**src/rtl/fsync_gate_pkg.sv**
```systemverilog
package fsync_gate_pkg;
  typedef struct packed {
    logic fsPass;
    logic forceZero;
  } gateStrobe_t;
endpackage

```
**src/rtl/fsync_gate_ctrl.sv**
```systemverilog
module fsync_gate_ctrl
  import fsync_gate_pkg::*;
(
  input  logic        clk,
  input  logic        rstN,
  input  logic        enable,
  input  logic        slaveMode,
  input  logic        wordSel,
  input  logic        fsReq,
  input  logic        txTag,
  input  logic        txEmpty,
  output gateStrobe_t strobe
);
  logic expChan;
  logic underrun;
  logic gateActive;
  logic tagMatch;

  assign gateActive = enable && slaveMode;
  assign tagMatch   = (txTag == expChan);

  // Expected channel: word-select captured one edge before the pulse slot
  always_ff @(posedge clk) begin
    if (!rstN) expChan <= 1'b0;
    else       expChan <= wordSel;
  end

  always_ff @(posedge clk) begin
    if (!rstN || !gateActive)        underrun <= 1'b0;
    else if (fsReq && txEmpty)       underrun <= 1'b1;
    else if (fsReq && tagMatch)      underrun <= 1'b0;
  end

  always_comb begin
    if (gateActive) begin
      strobe.fsPass    = fsReq && !txEmpty && tagMatch;
      strobe.forceZero = underrun;
    end else begin
      strobe.fsPass    = fsReq;
      strobe.forceZero = 1'b0;
    end
  end
endmodule

```
**src/rtl/fsync_gate_dp.sv**
```systemverilog
module fsync_gate_dp
  import fsync_gate_pkg::*;
#(
  parameter int LANES = 1
) (
  input  logic             clk,
  input  logic             rstN,
  input  gateStrobe_t      strobe,
  input  logic [LANES-1:0] serDataIn,
  output logic             fsOut,
  output logic [LANES-1:0] pipeDataIn
);
  always_ff @(posedge clk) begin
    if (!rstN) fsOut <= 1'b0;
    else       fsOut <= strobe.fsPass;
  end

  assign pipeDataIn = strobe.forceZero ? '0 : serDataIn;
endmodule

```
**src/rtl/i2s_fsync_gate.sv**
```systemverilog
module i2s_fsync_gate
  import fsync_gate_pkg::*;
#(
  parameter int LANES = 1
) (
  input  logic             clk,
  input  logic             rstN,
  input  logic             enable,
  input  logic             slaveMode,
  input  logic             wordSel,
  input  logic             fsReq,
  input  logic             txTag,
  input  logic             txEmpty,
  input  logic [LANES-1:0] serDataIn,
  output logic             fsOut,
  output logic [LANES-1:0] pipeDataIn
);
  gateStrobe_t strobe;

  fsync_gate_ctrl u_ctrl (
    .clk(clk), .rstN(rstN), .enable(enable), .slaveMode(slaveMode),
    .wordSel(wordSel), .fsReq(fsReq), .txTag(txTag), .txEmpty(txEmpty),
    .strobe(strobe)
  );

  fsync_gate_dp #(.LANES(LANES)) u_dp (
    .clk(clk), .rstN(rstN), .strobe(strobe), .serDataIn(serDataIn),
    .fsOut(fsOut), .pipeDataIn(pipeDataIn)
  );
endmodule

```
**config.mk**
```make
export PLATFORM = sky130hd
export DESIGN_NAME = i2s_fsync_gate
export DESIGN_NICKNAME = d
export VERILOG_FILES = /design/src/rtl/fsync_gate_pkg.sv /design/src/rtl/fsync_gate_ctrl.sv /design/src/rtl/fsync_gate_dp.sv /design/src/rtl/i2s_fsync_gate.sv
export SDC_FILE = /design/constraint.sdc
export NUM_CORES = 1
export LEC_CHECK = 0
export BUFFER_PORTS_ARGS = -buffer_cell sky130_fd_sc_hd__buf_2
export CAP_MARGIN = 20
export CELL_PAD_IN_SITES_DETAIL_PLACEMENT = 0
export CELL_PAD_IN_SITES_GLOBAL_PLACEMENT = 1
export CORE_AREA = 3 3 40 42
export DETAILED_ROUTE_END_ITERATION = 7
export DIE_AREA = 0 0 43 45
export PLACE_DENSITY_LB_ADDON = 0.25
export SYNTH_ARGS = -nofsm -noshare
export SYNTH_HDL_FRONTEND = slang
export SYNTH_HIERARCHICAL = 1
export SYNTH_SLANG_ARGS = --single-unit
```
**constraint.sdc**
```tcl
create_clock -name clk -period 1.05 [get_ports clk]
set_input_delay 0.0525 -clock clk [delete_from_list [all_inputs] [get_ports clk]]
set_output_delay 0.0525 -clock clk [all_outputs]
set_load 0.01 [all_outputs]
```
Word-level counts from Yosys, hierarchy flattened
Index checks and enable logic that the tools add are counted.
W data, S select, Z words.
- eq/ne operators: 1
- muxes and demuxes: 4
- reductions and logical operators: 10
- operators by type and width (operator ; number):
    $logic_and A1 B1 Y1 ; 5
    $logic_not A1 Y1 ; 3
    $mux W1 ; 3
    $mux W2 ; 1
    $reduce_bool A2 Y1 ; 1
    $eq A1 B1 Y1 ; 1
    $logic_or A1 B1 Y1 ; 1
- flip-flop bits (word level): 3
- bits of input ports: 9
- output and inout bits: 2
- word-level logic and storage cells: 18

Longest topological paths before layout
Gate-level depths: netlist of the first run.
- word-level depth: 5
- mapped depth: 4
- gate-level depth less buffers: 4

Modules after synthesis
Netlist of the first run, hierarchy kept.
- by module, submodules not included (module ; instances ; cells each ; area each (um^2) ; sequential area each (um^2)):
    fsync_gate_ctrl ; 1 ; 12 ; 96.3 ; 40.0
    fsync_gate_dp ; 1 ; 3 ; 40.0 ; 20.0

Worst setup path before layout of the first run
OpenSTA, ideal clock, no wires.
- kind: register to register
- start: register u_ctrl.expChan
- end: register u_dp.fsOut
- setup time: 59 ps
- data arrival time: 884 ps
- data required time: 991 ps
- path slack: 108 ps
- cell stages (with the launch flop): 5
- buffers on the path: 0
- period minus slack after synthesis: 942 ps
- path through: dfxtp_1 xor2_1 or2_1 a31oi_1 and2_1
- RTL lines (element ; RTL line ; text):
    start: declaration ; fsync_gate_ctrl.sv:14 ; logic expChan;
    start signal: assignment ; fsync_gate_ctrl.sv:25 ; else expChan <= wordSel;
    end signal: assignment ; fsync_gate_dp.sv:15 ; else fsOut <= strobe.fsPass;
    end: declaration ; fsync_gate_dp.sv:10 ; output logic fsOut,

==> results.md, run 1 <==
* Worst reg-to-reg path cell count at 4
* Worst hold path type: input pin to flip-flop
* Post-synth top cells: dfxtp_1 (3), and2_1 (2)
* Outcome: finished clean
* DRC at 0
* CTS buffer count at 3
* Top FF cell, synth: dfxtp_1
* Vias/cell at 3.409
* Post-synth design cell area at 136.4 µm²
* CTS Root Cell: clkbuf_4
* Setup Skew at 0.001923 ns
* Worst endpoint required time at 1.00 ns
* Unrepaired setup endpoints after global routing: no
* Crit path kind: flip-flop to output port
* Cell Count Post-Placement at 40
* First-pass GRT wire length at 703 µm
* Layout overhead on the synthesized area at 69.72%
* Postcts setup bufs at 0
* Final TNS setup at 0 ns
* Layout cells sized above 1 at 0.4828
* Post-Syn Instances at 15
* Gr usage total at 0.05403
* Final setup vio count at 0
* CTS tree: built
* Crit path DAT at 0.91 ns
* Initial DRC count at 3
* Largest area contributor in the netlist: dfxtp_1
* Mean routed wirelength per cell at 8.773 µm
* Async S/R FF share, synth at 0
* H-tree lvl count at 1
* Slew Viols, Final at 0
* Met2 Wirelength at 179 µm
* Die area at 0.001935 mm²
* CP startpoint kind: flip-flop
* Leakage power at 0.1186 nW
* Maxcap violations at 0
* Register area share after synthesis at 0.4404
* Fmax at 1036 MHz
* Detail Route Antenna Nets at 0
* Final min period at 0.9650 ns
* Nets at 39
* Area contributors post-synth: dfxtp_1 (44%), nor2b_4 (10%), and2_1 (9.2%)
* Cell variety after synth at 12
* Worst rel slew slack at 0.9062
* Final WL at 386 µm
* Worst Max-Slew Pin Slew at 0.1392 ns
* Via count at 150
* Clock slew at reported path FFs at 0.04 ns
* Vias in the first global route at 178
* Met1 Wirelength at 157 µm
* Slowest-stage cell, CP: dfxtp_1
* Top-count cell post-synth: dfxtp_1
* Power density cells at 1590 mW/mm²
* Critical path, cell by cell: and3_1, nor2b_4, buf_2
* Die W at 43 µm
* Floorplan row count at 13
* Fillcell total at 148
* Number of synthesized flops with an enable pin at 0
* Syn Nets at 24
* # hold bufs at CTS at 0
* Non-Filler Instances at 44
* Hold Fails Final Rpt at 0
* Area of the core at 0.001285 mm²
* Final RePlAce weighted congestion at 0.6148
* Antenna violations before repair at 0
* IO Pins at 11
* Number of port buffers at 10
* Congestion Overflow GR at 0
* Die H at 45 µm
* HPWL Detailed at 301.2 µm
* Yosys warns at 6
* Largest net degree at the start of global routing at 4
* Hold-critical path depth at 2
* Syn avg cell area at 9.092 µm²
* Uppermost layer routed: met3
* VDD IR max at 0.7097 mV
* DRT Pass-1 Iters at 2
* Post-CTS Resized at 0
* Initial Utilization at 0.1061
* Antenna Cells at 0
* Max Fanout on Critical Path at 2
* Crit. End Element: output port
* Clk_lat worst skew at 0.23 ns
* Clock Sinks at 3
* Crit share post-route at 0.9191
* FF+latch count, synth at 3
* Top-area cell type share of the netlist area at 0.4404
* Met3 wire len at 49 µm
* Crit-path max cell delay at 0.30 ns
* CTS max path bufs at 2
-- per-stage QoR --
stage | cell area, µm² | power, mW | hold WS, ns | util | setup WS [ns]
final | 231.5 | 0.3681 | 0.02499 | 0.1801 | 0.08498
after global routing | 231.5 | 0.4008 | 0.02479 | 0.1801 | 0.01538
after CTS | 231.5 | 0.3798 | 0.01936 | 0.1801 | 0.04950
after detailed placement | 205.2 | 0.1648 | 0.2644 | 0.1597 | 0.06421
after global placement | 205.2 | 0.1635 | 0.2590 | 0.1597 | 0.05291
after floorplan | 136.4 | 0.1404 | 0.1742 | - | 0.1076
-- cell usage in the layout, fill, tap and decap left out --
cell | Yosys | final
xor2_1 | 1 | 1
buf_2 | 0 | 10
dfxtp_1 | 3 | 3
or2_1 | 1 | 1
inv_1 | 1 | 1
nand2_1 | 1 | 1
and2_1 | 2 | 2
clkbuf_1 | 0 | 1
o21ai_0 | 1 | 1
and3_1 | 1 | 1
clkbuf_4 | 0 | 3
a31oi_1 | 1 | 1
a21oi_1 | 1 | 1
nand3_1 | 1 | 1
nor2b_4 | 1 | 1
-- power breakdown --
group	switching, mW	leakage [nW]	total, mW	internal (mW)
clock	0.0629	0.0150	0.206	0.143
sequential	0.00141	0.0247	0.121	0.120
combinational	0.0180	0.0789	0.0416	0.0236
-- cells by family after synthesis --
kind of cell           synth area share
flip-flops                       0.4404
XOR/XNOR                        0.06423
AND/OR/NAND/NOR                  0.3486
buffers and inverters           0.02750
AO/OA/AOI/OAI                    0.1192
-- sequential cells by signal, indices dropped and copies added, names as in the netlist --
register,flops
u_dp/fsOut,1
u_ctrl/expChan,1
u_ctrl/underrun,1
-- worst paths after layout --
kind / startpoint / to / slack (ns)
max reg2reg: u_ctrl/expChan / u_dp/fsOut / 0.08
min reg2reg: u_ctrl/underrun / u_ctrl/underrun / 0.48
min: wordSel / u_ctrl/expChan / 0.02
max: u_ctrl/underrun / pipeDataIn / 0.08
-- critical path: cells and delay by family, from the launching register on --
family / cells / cell delay (ns)
and+or+nand+nor: 2 / 0.26
DFF: 1 / 0.30
buffers and inverters: 1 / 0.12
-- metal layers --
metal  up-vias  GRT usage
met3         0    0.06375
met4         0          0
met1        65    0.05036
met5         -          0
met2         8    0.08383
li1         77          -
-- cell type report --
cell class / count / area (µm²) / share of cell area
inverter: 1 / 3.754 / 0.01622
sequential: 3 / 60.06 / 0.2595
clock buffer: 4 / 26.28 / 0.1135
timing repair buffer: 10 / 50.05 / 0.2162
multi-input combinational: 11 / 72.57 / 0.3135
tap: 15 / 18.77 / 0.08108
(Power assumes the default switching activity.)
==> run 2, diff against run 1 <==
Settings changed: CORE_AREA 3 3 40 42 to 2 2 39 41, DIE_AREA 0 0 43 45 to 0 0 41 43.
Clock period 1.05 ns to 1 ns, I/O delays scaled along.
==> run 2 against run 1 <==
  * Sequential power is 6% higher
  * Count of clock-buffer cells in the layout unchanged
  * Power grew 6.2%
  * Cell count up 2.3%
  * Non-clock buffer count is the same
  * Clock power increased by 5%
  * Clock skew about the same
  * Critical endpoint is now u_dp/fsOut
  * Sequential share of layout area fell by 0.43 points
  * Register-to-register slack lost 0.06 ns
  * Die area decreased by 8.9%
  * Sequential cell count did not move
==> results.md, run 2 (synthesis results as in run 1) <==
* Layout Utilization at 0.1736 (-0.006537)
* DRC at 0 (unchanged)
* Clock power frac at 0.553 (-0.005)
* Crit path DAT at 1.16 ns (+0.25 ns)
* # hold bufs at CTS at 0 (unchanged)
* Hold Fails Final Rpt at 0 (unchanged)
* Slew Viols, Final at 0 (unchanged)
* Leading cell type in the layout, fill and taps excluded: buf_2
* Worst Max-Slew Pin Slew at 0.1571 ns (+0.01787 ns)
* Maxcap violations at 0 (unchanged)
* Fmax at 1023 MHz
* Unrepaired setup endpoints after global routing: yes
* CP startpoint kind: flip-flop
* Vias in the first global route at 161 (-9.6%)
* Clock slew at reported path FFs at 0.03 ns (about the same)
* Sequential share of power at 0.327 (-0.002)
* Antenna Cells at 0 (unchanged)
* Crit path kind: flip-flop to flip-flop
* Number of port buffers at 10 (unchanged)
* Leakage power at 0.1210 nW (+2.0%)
* Layout overhead on the synthesized area at 76.15%
* Gate power share at 0.120 (+0.007)
* Vias/cell at 3.422 (+0.39%)
* VDD IR max at 0.5396 mV (-24%)
* Final WL at 379 µm (-1.8%)
* Initial Utilization at 0.09855 (-0.007581)
* FF/Latch Area at 61.31 µm² (+2.1%)
* Area of the multi-input gates at 72.57 µm² (unchanged)
* First-pass GRT wire length at 586 µm (-17%)
* Crit share post-route at 0.9779
* Nets at 39 (unchanged)
* Congestion Overflow GR at 0 (unchanged)
* IO Pins at 11 (unchanged)
* Total power at 0.3909 mW (+6.2%)
* Pint at 0.3031 mW (+6.1%)
* CTS buffer count at 3 (unchanged)
* Die H at 43 µm (-4.4%)
* CTS max path bufs at 2 (unchanged)
* Gr usage total at 0.05711 (+0.003083)
* Initial DRC count at 0 (-3)
* FF-to-FF Start: u_ctrl/expChan
* Mean routed wirelength per cell at 8.422 µm (-4.0%)
* H-tree lvl count at 1 (unchanged)
* Max Fanout on Critical Path at 2 (unchanged)
* Fillcell total at 163 (+10%)
* Non-Filler Instances at 45 (+2.3%)
* Switch Pwr at 0.08779 mW (+6.6%)
* CTS tree: built
* Final RePlAce weighted congestion at 0.5396 (-12%)
* Final min period at 0.9779 ns
* Hold path start: wordSel
* Final worst slack at 0.02210 ns (-0.06288 ns)
* Clk_lat worst skew at 0.24 ns (about the same)
* Clock Sinks at 3 (unchanged)
* CTS Root Cell: clkbuf_4
* Final TNS setup at 0 ns (unchanged)
* Setup Skew at 0.002212 ns (+0.0002895 ns)
* Crit. End Element: flip-flop
* Layout cells sized above 1 at 0.5172 (+0.03448)
* Switching Share at 0.2246 (+0.0008743)
* DRT Pass-1 Iters at 1 (-1)
* Postcts setup bufs at 0 (unchanged)
* Worst hold path type: input pin to flip-flop
* Crit path launch: u_ctrl/expChan
* Floorplan row count at 14 (+1)
* Die area at 0.001763 mm² (-8.9%)
* Most frequent cells in the layout: buf_2 (9), clkbuf_4 (3), and2_1 (2), dfxtp_1 (2)
* Detail Route Antenna Nets at 0 (unchanged)
* Outcome: finished clean
* Dpl ws at 0.01732 ns (-0.04689 ns)
* Power density cells at 1627 mW/mm² (+2.3%)
* Worst endpoint required time at 1.18 ns (+0.18 ns)
* Via count at 154 (+2.7%)
* Die W at 41 µm (-4.7%)
* Worst rel slew slack at 0.8942 (-0.01204)
* Antenna violations before repair at 0 (unchanged)
* Cell Count Post-Placement at 41 (+2.5%)
* Final setup vio count at 0 (unchanged)
* Area of the core at 0.001384 mm² (+7.7%)
* Largest net degree at the start of global routing at 4 (unchanged)
* Biggest regs: u_ctrl/expChan x1, u_ctrl/underrun x1, u_dp/fsOut x1
[run 2: cell types whose count changed in the layout (fill, tap and decap cells not counted)]
cell	previous run	this run
dfxtp_1	3	2
buf_6	0	1
dfxtp_2	0	1
buf_2	10	9
[run 2: what timing repair did]
action / CTS / global route
pin swaps: 2 / 0
endpoints found under the hold margin: 0 / 0
setup endpoints to repair: 1 / 2
resized for setup: 0 / 2
[run 2: worst paths after layout]
kind	endpoint	slack [ns]	depth (start not counted)
max	u_dp/fsOut	0.02	4
min	u_ctrl/expChan	0.03	2
max reg2reg	u_dp/fsOut	0.02	4
min reg2reg	u_ctrl/underrun	0.49	2
[run 2: cell type report]
| type | instances | area share |
|---|---|---|
| inverters | 1 | 0.01563 |
| well taps | 16 | 0.08333 |
| repair buffers | 10 | 0.2344 |
| clock buffers | 4 | 0.1094 |
| multi-input cells | 11 | 0.3021 |
| flip-flops and latches | 3 | 0.2552 |
[run 2: worst max-delay path, stage by stage, from the launching register on]
cell     delay, ns
dfxtp_2       0.30
xor2_1        0.15
or2_1         0.20
a31oi_1       0.12
and2_1        0.14
[run 2: power groups by stage]
stage          clock network (mW)  registers (mW)  logic (mW)
6_report                    0.216           0.128      0.0470
5_1_grt                     0.240           0.128      0.0531
4_1_cts                     0.227           0.127      0.0445
3_5_place_dp                    0           0.129      0.0441
3_3_place_gp                    0           0.129      0.0424
2_1_floorplan                   0           0.130      0.0172
[run 2: per-layer routing]
metal | global-route usage | vias up | share of wire
met2 | 0.06563 | 13 | 0.33
li1 | - | 77 | -
met4 | 0.04000 | 0 | 0.037
met5 | 0 | - | 0
met1 | 0.05751 | 62 | 0.43
met3 | 0.06283 | 2 | 0.19
[run 2: per-stage QoR]
stage                     hold slack (ns)  instance area [µm²]
after floorplan                    0.1717                136.4
after global placement             0.2559                206.4
after detailed placement           0.2666                206.4
after CTS                         0.01911                232.7
after global routing              0.03209                240.2
final                             0.02521                240.2
==> run 3, diff against run 2 <==
Settings changed: MAX_ROUTING_LAYER from default to met4, SYNTH_HIERARCHICAL 1 to default.
==> run 3 against run 2 <==
  * Fmax rose by 12%
  * Critical path type is now flip-flop to output port
  * Utilization down 0.54 points
  * Largest cell class unchanged
  * Cell count shrank 2.2%
  * Synthesized cell count decreased by 6.7%
  * Count of clock-buffer cells in the layout stayed put
  * Largest power group unchanged
==> results.md, run 3 <==
* Outcome: finished clean
* Area of the core at 0.001384 mm² (unchanged)
* Vias/cell at 3.568 (+4.3%)
* Clock Sinks at 3 (unchanged)
* Nets at 38 (-2.6%)
* Leading cell type in the layout, fill and taps excluded: buf_2
* Layout overhead on the synthesized area at 70.64%
* Final TNS setup at 0 ns (unchanged)
* Area contributors post-synth: dfxtp_1 (44%), and2_1 (9.2%), o211a_1 (7.3%)
* Antenna violations before repair at 0 (unchanged)
* CTS max path bufs at 2 (unchanged)
* Die W at 41 µm (unchanged)
* Post-synth top cells: dfxtp_1 (3), and2_1 (2)
* Postcts setup bufs at 0 (unchanged)
* H-tree lvl count at 1 (unchanged)
* Largest net degree at the start of global routing at 5 (+1)
* Final setup vio count at 0 (unchanged)
* Post-synth design cell area at 136.4 µm² (unchanged)
* CTS buffer count at 3 (unchanged)
* Die area at 0.001763 mm² (unchanged)
* Yosys warns at 0 (-6)
* Async S/R FF share, synth at 0 (unchanged)
* Layout cells sized above 1 at 0.4643 (-0.05296)
* Mean routed wirelength per cell at 8.068 µm (-4.2%)
* Vias in the first global route at 178 (+11%)
* Final min period at 0.8714 ns (-0.1065 ns)
* Detail Route Antenna Nets at 0 (unchanged)
* Largest area contributor in the netlist: dfxtp_1
* Final worst slack at 0.1286 ns (+0.1065 ns)
* Dpl ws at 0.2160 ns (+0.1987 ns)
* Max Fanout on Critical Path at 2 (unchanged)
* Slew Viols, Final at 0 (unchanged)
* FF+latch count, synth at 3 (unchanged)
* Area of the multi-input gates at 76.32 µm² (+5.2%)
* Setup Skew at 0.0006435 ns (-0.001569 ns)
* Final RePlAce weighted congestion at 0.6435 (+19%)
* Crit path kind: flip-flop to output port
* FF/Latch Area at 60.06 µm² (-2.0%)
* Fmax at 1148 MHz (+12%)
* DRT Pass-1 Iters at 2 (+1)
* Number of port buffers at 10 (unchanged)
* Fillcell total at 166 (+1.8%)
* Initial DRC count at 3 (+3)
* Crit. End Element: output port
* Congestion Overflow GR at 0 (unchanged)
* CP startpoint kind: flip-flop
* # hold bufs at CTS at 0 (unchanged)
* Crit share post-route at 0.8714 (-0.1065)
* Biggest regs: u_ctrl.expChan x1, u_ctrl.underrun x1, u_dp.fsOut x1
* Gr usage total at 0.05949 (+0.002373)
* Worst hold path type: input pin to flip-flop
* Leakage power at 0.1263 nW (+4.4%)
* CTS Root Cell: clkbuf_4
* HPWL Detailed at 299.4 µm
* Layout Utilization at 0.1682 (-0.005425)
* Clk_lat worst skew at 0.23 ns (about the same)
* Cell variety after synth at 11 (-1)
* Top FF cell, synth: dfxtp_1
* Clock slew at reported path FFs at 0.03 ns (about the same)
* Via count at 157 (+1.9%)
* Syn Nets at 23 (-4.2%)
* Most frequent cells in the layout: buf_2 (10), clkbuf_4 (3), dfxtp_1 (3), and2_1 (2)
* Crit path DAT at 0.82 ns (-0.34 ns)
* Post-Syn Instances at 14 (-1)
* First-pass GRT wire length at 586 µm (unchanged)
* Syn avg cell area at 9.742 µm² (+7.1%)
* Antenna Cells at 0 (unchanged)
* Register area share after synthesis at 0.4404 (unchanged)
* Initial Utilization at 0.09855 (unchanged)
* CTS tree: built
* Worst rel slew slack at 0.8917 (-0.002486)
* Hold Fails Final Rpt at 0 (unchanged)
* DRC at 0 (unchanged)
* Maxcap violations at 0 (unchanged)
* IO Pins at 11 (unchanged)
* Top-area cell type share of the netlist area at 0.4404 (unchanged)
* Post-CTS Resized at 0 (unchanged)
* Unrepaired setup endpoints after global routing: no
* Floorplan row count at 14 (unchanged)
* Worst Max-Slew Pin Slew at 0.1619 ns (+0.004839 ns)
* VDD IR max at 0.2914 mV (-46%)
* Power density cells at 1648 mW/mm² (+1.3%)
* Number of synthesized flops with an enable pin at 0 (unchanged)
* Die H at 43 µm (unchanged)
* Top-count cell post-synth: dfxtp_1
* Final WL at 355 µm (-6.3%)
* Worst endpoint required time at 0.95 ns (-0.23 ns)
[run 3: cell families (layout without fill, tap and decap cells)]
logic type      Yosys count  count (layout)  synth area share
compound gates            4               4            0.2294
xor+xnor                  1               1           0.06423
flops                     3               3            0.4404
buf+inv                   0              14                 0
simple gates              6               6            0.2661
[run 3: routing by layer]
metal	wire, µm	GRT usage	vias up	part of all wire
li1	-	-	79	-
met1	98	0.02229	76	0.28
met2	243	0.09375	2	0.68
met3	14	0.04712	0	0.039
met4	0	0.08000	0	0
met5	0	-	-	0
[run 3: layout make-up]
type                    instances  area share
clock buffers                   4      0.1129
multi-input cells              11      0.3280
well taps                      16     0.08602
flip-flops and latches          3      0.2581
repair buffers                 10      0.2151
[run 3: report_power, final]
group / switching, mW / total (mW) / leakage (nW) / internal (mW)
combinational: 0.0198 / 0.0456 / 0.0866 / 0.0259
clock: 0.0602 / 0.210 / 0.0150 / 0.149
sequential: 0.00183 / 0.128 / 0.0248 / 0.126
total: 0.0818 / 0.383 / 0.126 / 0.302
[run 3: final timing paths]
path / start / endpoint / slack [ns] / depth (start not counted)
max: u_ctrl.underrun / pipeDataIn / 0.13 / 2
min: wordSel / u_ctrl.expChan / 0.03 / 2
max reg2reg: u_ctrl.expChan / u_ctrl.underrun / 0.22 / 2
min reg2reg: u_ctrl.expChan / u_dp.fsOut / 0.55 / 2
[run 3: per-stage QoR]
stage	instances	cell area (µm²)	total power [mW]	hold WS, ns
finish	44	232.7	0.3834	0.03282
global route	44	232.7	0.4213	0.03401
CTS	44	232.7	0.3993	0.02771
detailed placement	40	206.4	0.1766	0.2722
global placement	40	206.4	0.1767	0.2625
floorplan	14	136.4	0.1500	0.1717
[run 3: worst max-delay path: stages (launching register included)]
cell	delay, ns
dfxtp_1	0.30
a21boi_0	0.14
buf_2	0.15
